==> src/rtl/bgu_pkg.sv <==
package bgu_pkg;
  localparam int BGU_DATA_W = 64;
  localparam int BGU_IDX_W  = 8;
  localparam int BGU_N_SEL  = BGU_DATA_W / BGU_IDX_W;
endpackage

==> src/rtl/bgu_lane.sv <==
module bgu_lane #(
  parameter int DATA_W = bgu_pkg::BGU_DATA_W,
  parameter int IDX_W  = bgu_pkg::BGU_IDX_W
) (
  input  logic [IDX_W-1:0]  sel_idx,
  input  logic [DATA_W-1:0] data,
  output logic              bit_o
);
  localparam int POS_W = $clog2(DATA_W);
  localparam logic [IDX_W:0]   LIMIT   = (IDX_W+1)'(DATA_W);
  localparam logic [POS_W-1:0] TOP_POS = POS_W'(DATA_W - 1);

  logic             in_range;
  logic [POS_W-1:0] pos;

  // Full-width compare: no upper index bit is dropped.
  assign in_range = ({1'b0, sel_idx} < LIMIT);
  // MSB-first position p maps to LSB-0 bit DATA_W-1-p.
  assign pos      = TOP_POS - sel_idx[POS_W-1:0];
  assign bit_o    = in_range & data[pos];
endmodule

==> src/rtl/bgu_gather.sv <==
module bgu_gather #(
  parameter int DATA_W = bgu_pkg::BGU_DATA_W,
  parameter int IDX_W  = bgu_pkg::BGU_IDX_W,
  parameter int N_SEL  = DATA_W / IDX_W
) (
  input  logic [DATA_W-1:0] sel_word,
  input  logic [DATA_W-1:0] data,
  output logic [DATA_W-1:0] result
);
  localparam int PAD_W = DATA_W - N_SEL;

  logic [N_SEL-1:0] gathered;

  for (genvar k = 0; k < N_SEL; k++) begin : g_lane
    logic [IDX_W-1:0] idx_k;
    // Index k occupies the k-th byte counted from the MSB end.
    assign idx_k = sel_word[DATA_W-1-IDX_W*k -: IDX_W];
    bgu_lane #(.DATA_W(DATA_W), .IDX_W(IDX_W)) u_lane (
      .sel_idx (idx_k),
      .data    (data),
      .bit_o   (gathered[N_SEL-1-k])
    );
  end

  assign result = {{PAD_W{1'b0}}, gathered};
endmodule

==> src/rtl/bgu_out_stage.sv <==
module bgu_out_stage #(
  parameter int DATA_W     = bgu_pkg::BGU_DATA_W,
  parameter bit REGISTERED = 1'b1
) (
  input  logic              clk,
  input  logic              rst,
  input  logic              in_valid,
  output logic              in_ready,
  input  logic [DATA_W-1:0] in_res,
  output logic              out_valid,
  input  logic              out_ready,
  output logic [DATA_W-1:0] out_res
);
  if (REGISTERED) begin : g_reg
    logic              vld_q;
    logic [DATA_W-1:0] res_q;
    logic              can_load;

    assign can_load = !vld_q || out_ready;

    always_ff @(posedge clk) begin
      if (rst) begin
        vld_q <= 1'b0;
        res_q <= '0;
      end else if (can_load) begin
        vld_q <= in_valid;
        if (in_valid) res_q <= in_res;
      end
    end

    assign in_ready  = can_load;
    assign out_valid = vld_q;
    assign out_res   = res_q;
  end else begin : g_comb
    assign in_ready  = out_ready;
    assign out_valid = in_valid;
    assign out_res   = in_res;
  end
endmodule

==> src/rtl/bit_gather_unit.sv <==
module bit_gather_unit #(
  parameter int DATA_W     = bgu_pkg::BGU_DATA_W,
  parameter int IDX_W      = bgu_pkg::BGU_IDX_W,
  parameter bit REGISTERED = 1'b1
) (
  input  logic              clk,
  input  logic              rst,
  input  logic              in_valid,
  output logic              in_ready,
  input  logic [DATA_W-1:0] in_sel,
  input  logic [DATA_W-1:0] in_data,
  output logic              out_valid,
  input  logic              out_ready,
  output logic [DATA_W-1:0] out_result
);
  localparam int N_SEL = DATA_W / IDX_W;

  logic [DATA_W-1:0] comb_res;

  bgu_gather #(.DATA_W(DATA_W), .IDX_W(IDX_W), .N_SEL(N_SEL)) u_gather (
    .sel_word (in_sel),
    .data     (in_data),
    .result   (comb_res)
  );

  bgu_out_stage #(.DATA_W(DATA_W), .REGISTERED(REGISTERED)) u_stage (
    .clk       (clk),
    .rst       (rst),
    .in_valid  (in_valid),
    .in_ready  (in_ready),
    .in_res    (comb_res),
    .out_valid (out_valid),
    .out_ready (out_ready),
    .out_res   (out_result)
  );
endmodule

==> config.mk <==
export PLATFORM = sky130hd
export DESIGN_NAME = bit_gather_unit
export DESIGN_NICKNAME = d
export VERILOG_FILES = /design/src/rtl/bgu_pkg.sv /design/src/rtl/bgu_lane.sv /design/src/rtl/bgu_gather.sv /design/src/rtl/bgu_out_stage.sv /design/src/rtl/bit_gather_unit.sv
export SDC_FILE = /design/constraint.sdc
export NUM_CORES = 1
export LEC_CHECK = 0
export BUFFER_PORTS_ARGS = -buffer_cell sky130_fd_sc_hd__buf_4
export CAP_MARGIN = 30
export CORE_ASPECT_RATIO = 1.75
export CORE_MARGIN = 8
export CORE_UTILIZATION = 50
export DETAILED_ROUTE_END_ITERATION = 7
export PLACE_DENSITY_LB_ADDON = 0.08
export SYNTH_ARGS = -nofsm -noshare
export SYNTH_HDL_FRONTEND = slang
export SYNTH_SLANG_ARGS = --single-unit
==> constraint.sdc <==
create_clock -name clk -period 4.3 [get_ports clk]
set_clock_uncertainty 0.15 [all_clocks]
set_input_delay 0.645 -clock clk [delete_from_list [all_inputs] [get_ports clk]]
set_output_delay 0.645 -clock clk [all_outputs]
set_load 0.005 [all_outputs]
==> impl_metrics.csv <==
group,metric,value,unit
synthesis,syn_area,5101,um2
run_status,outcome,"finished clean",
detailed_routing,drt_wl_total,19060,um
pwr,cell_internal_pwr,0.0005601,W
clocking,clkTransAtPathRegs,0.05,ns
pwr,switching_power,0.0003512,W
clocking,cts.repair.resized,0,
grt,initial_antenna_violation_count,0,
timing,final-max-slew-violation-count,0,
setup_path,r2r_end,"u_stage.out_res[0]$_SDFFE_PP0P_",
synthesis,yosys.cell_types.count,34,
setup_path,worstSetupStartpointType,"input port",
final_layout,sequential_cell_area,180.2,um2
clocking,root_buffer,"sky130_fd_sc_hd__clkbuf_16",
timing,unrepaired_setup_endpoints_after_global_routing,"false",
detailed_routing,via_count,4507,
setup_path,cp.arrival,2.53,ns
pwr,p_seq_share,9.8,%
clocking,clk_path_buf_depth,2,
setup_path,cp_common_cell,"sky130_fd_sc_hd__mux4_2",
place,place.detailed.instances,631,
timing,finalCriticalPeriod,2.546,ns
clocking,cts.hold.buffers_added,0,
grt,first_pass_grt_wire_length,28860,um
job,maxCapViolations,0,
pwr,clockPowerShare,19.5,%
floorplan,std_cell_rows,49,
setup_path,timing.critical_path.fanout_max,17,
floorplan,die_width,92.36,um
floorplan,ioPinCount,198,
detailed_routing,drt.antenna.violating_nets,0,
setup_path,timing.critical_path.slowest_cell_delay,0.54,ns
final_layout,finish.cell_count_without_fillers,635,
worst_hold_path,min-delay-start,"u_stage.out_res[1]$_SDFFE_PP0P_",
pwr,pwr-share-comb,70.7,%
grt,first_global_vias,4797,
timing,max_slew.worst_pin.slew,0.6379,ns
synthesis,synth.ff_latch_count,9,
final_layout,multi_input_area,4491,um2
pwr,switching_share,38.54,%
grt,grtUsageTotal,27.37,%
setup_path,timing.critical_path.buf_inv,1,
setup_path,worst_ep_required_time,4.29,ns
pwr,report.power.total,0.0009113,W
place,i_o_buffers,141,
worst_hold_path,hold_path_depth,2,
setup_path,cell_depth_of_the_worst_setup_path,5,
final_layout,area.growth.synth_to_final,17.71,%
timing,timing.final.ws_setup,1.754,ns
synthesis,avgSynthCellArea,12.60,um2
setup_path,timing.rr.start,"u_stage.out_valid$_SDFFE_PP0N_",
final_layout,final.fill_count,878,
final_layout,postLayoutCellArea,6005,um2
timing,setup_tns,0,ns
final_layout,antennaDiodeCount,0,
floorplan,floorplan.initialDensity,50.43,%
detailed_routing,detail_route.drc_violations,0,
timing,slew_headroom,57.35,%
timing,post-route-period-util,59.21,%
setup_path,path_cells,"buf_4 > mux4_2 > mux4_2 > or3b_1 > a32o_1",
timing,max_freq,392.8,MHz
detailed_routing,drtIter0Drc,543,
place,globalplace.congestion,0.9638,
detailed_routing,routed_wire_length_per_instance,30.01,um
synthesis,synth.yosys.warnings,0,
worst_hold_path,hold_path_class,"flop to flop",
worst_hold_path,worst_hold_path.endpoint,"u_stage.out_res[1]$_SDFFE_PP0P_",
clocking,clk-insertion-delay-late,0.24,ns
setup_path,timing.reg2reg.setup_slack,2.30,ns
clocking,cts_buffers,3,
setup_path,crit_slowest_cell,"sky130_fd_sc_hd__mux4_2",
setup_path,startpoint_to_endpoint_class_of_the_critical_path,"input port to flop",
pwr,power.leakage,2.413,nW
place,dpl_cell_area,5926,um2
timing,finalSetupViolCount,0,
pwr,p_per_area,151.8,nW/um2
clocking,tritoncts,"built",
detailed_routing,post_drt_via_cell_ratio,7.098,
grt,grt_max_degree,18,
clocking,postCtsSetupRepairBufs,0,
setup_path,crit_family,"multiplexers",
synthesis,syn-instance-count,405,
place,pre_cts_ws,1.494,ns
grt,grt_overflow_total,0,
place,post-dp-hpwl,15030,um
final_layout,post_route_cells_drive_above_1_share,55.31,%
synthesis,synth_sequential_area_ratio,3.532,%
timing,finalHoldViolCount,0,
clocking,cts_sinks,9,
floorplan,die-area,13820,um2
floorplan,die_height,149.6,um
detailed_routing,detail_route.first_pass.iterations,5,
setup_path,setup.worst_path.end_class,"flop",
setup_path,worst_r2r_path_depth,4,
floorplan,floorplan.core_area,10120,um2
final_layout,final_nets,641,
pwr,ir_drop,0.0001199,V
clocking,cts_htree_levels,1,
-- synth_stat cells, drive strengths merged --
cell	count	area, um2
nor2b	5	31.28
o41ai	4	35.03
nor2	4	15.01
nor4b	3	26.28
a211oi	6	45.04
and2	1	6.260
nor3	9	45.04
nand3b	2	15.01
mux4	134	3029
inv	8	30.03
o221ai	2	17.52
o21ai	4	20.02
o211ai	5	37.54
mux2	5	56.30
mux2i	65	650.6
dfxtp	9	180.2
nand2	9	33.78
a22oi	6	45.04
a21oi	4	20.02
conb	1	3.750
nand2b	8	50.05
o32ai	4	35.03
a31oi	4	25.02
clkbuf	16	60.06
a32o	1	10.01
and3b	1	8.760
or4	1	7.510
nor4	1	6.260
or3b	1	8.760
buf	82	546.8
-- layer usage --
layer  part of all wire, %  global-route usage [%]  up-vias  routed length [um]
li1                      -                       -     1844                   -
met1                    33                   30.41     2276                6281
met2                    54                   49.35      350               10210
met3                   9.7                   5.575       37                1851
met4                   3.7                   11.11        0                 714
met5                     0                       0        -                   0
-- tightest hold or removal path: stages, from the launching register on --
cell and delay [ns]:
sky130_fd_sc_hd__dfxtp_1 0.32, sky130_fd_sc_hd__nand2_1 0.05, sky130_fd_sc_hd__o211ai_1 0.08
-- per-stage QoR --
stage	hold slack [ns]	util, %
floorplan	0.3171	-
global placement	0.3217	58.58
detailed placement	0.3357	58.58
CTS	0.3452	59.36
global route	0.3720	59.36
finish	0.3447	59.36
-- cells by family after synthesis --
group | Yosys count | synth area share (%)
other cells | 1 | 0.07351
buf+inv | 106 | 12.48
mux | 204 | 73.24
flops | 9 | 3.532
simple gates | 45 | 4.979
compound gates | 40 | 5.690
-- worst max-delay path by stage --
| stage | start | to | slack, ns |
|---|---|---|---|
| 6_report | in_sel[1] | u_stage.out_res[0]$_SDFFE_PP0P_ | 1.75 |
| 5_1_grt | in_sel[1] | u_stage.out_res[0]$_SDFFE_PP0P_ | 1.67 |
| 4_1_cts | in_sel[1] | u_stage.out_res[0]$_SDFFE_PP0P_ | 1.75 |
| 3_5_place_dp | in_sel[1] | u_stage.out_res[0]$_SDFFE_PP0P_ | 1.49 |
| 3_3_place_gp | in_sel[1] | u_stage.out_res[0]$_SDFFE_PP0P_ | 1.52 |
| 2_1_floorplan | in_sel[3] | u_stage.out_res[0]$_SDFFE_PP0P_ | 1.65 |
-- final cells by class --
| class | count | share of cell area [%] |
|---|---|---|
| inverter | 8 | 0.5001 |
| timing repair buffer | 142 | 17.75 |
| multi-input combinational | 345 | 74.79 |
| clock buffer | 4 | 1.313 |
| sequential | 9 | 3.001 |
| tap | 127 | 2.646 |
-- registers in the layout, summed over array words and instances (netlist names) --
register / cells
u_stage.out_res: 8
u_stage.out_valid: 1
-- cell usage in the layout (no fill, tap or decap), drive strengths merged, types with 5 or more instances in the layout --
cell type,Yosys,final
a211oi,6,6
a22oi,6,6
buf,82,142
conb,1,56
dfxtp,9,9
inv,8,8
mux2,5,5
mux2i,65,65
mux4,134,134
nand2,9,9
nand2b,8,8
nor2b,5,5
nor3,9,9
o211ai,5,5
-- power by group through the flow --
stage	logic, W	registers (W)	clock network, W
after floorplan	0.000434	0.0000907	0
after global placement	0.000626	0.0000911	0
after detailed placement	0.000637	0.0000912	0
after CTS	0.000638	0.0000896	0.000179
after global routing	0.000685	0.0000899	0.000183
final	0.000644	0.0000897	0.000178
No activity file was read; power rests on OpenSTA's default activity.
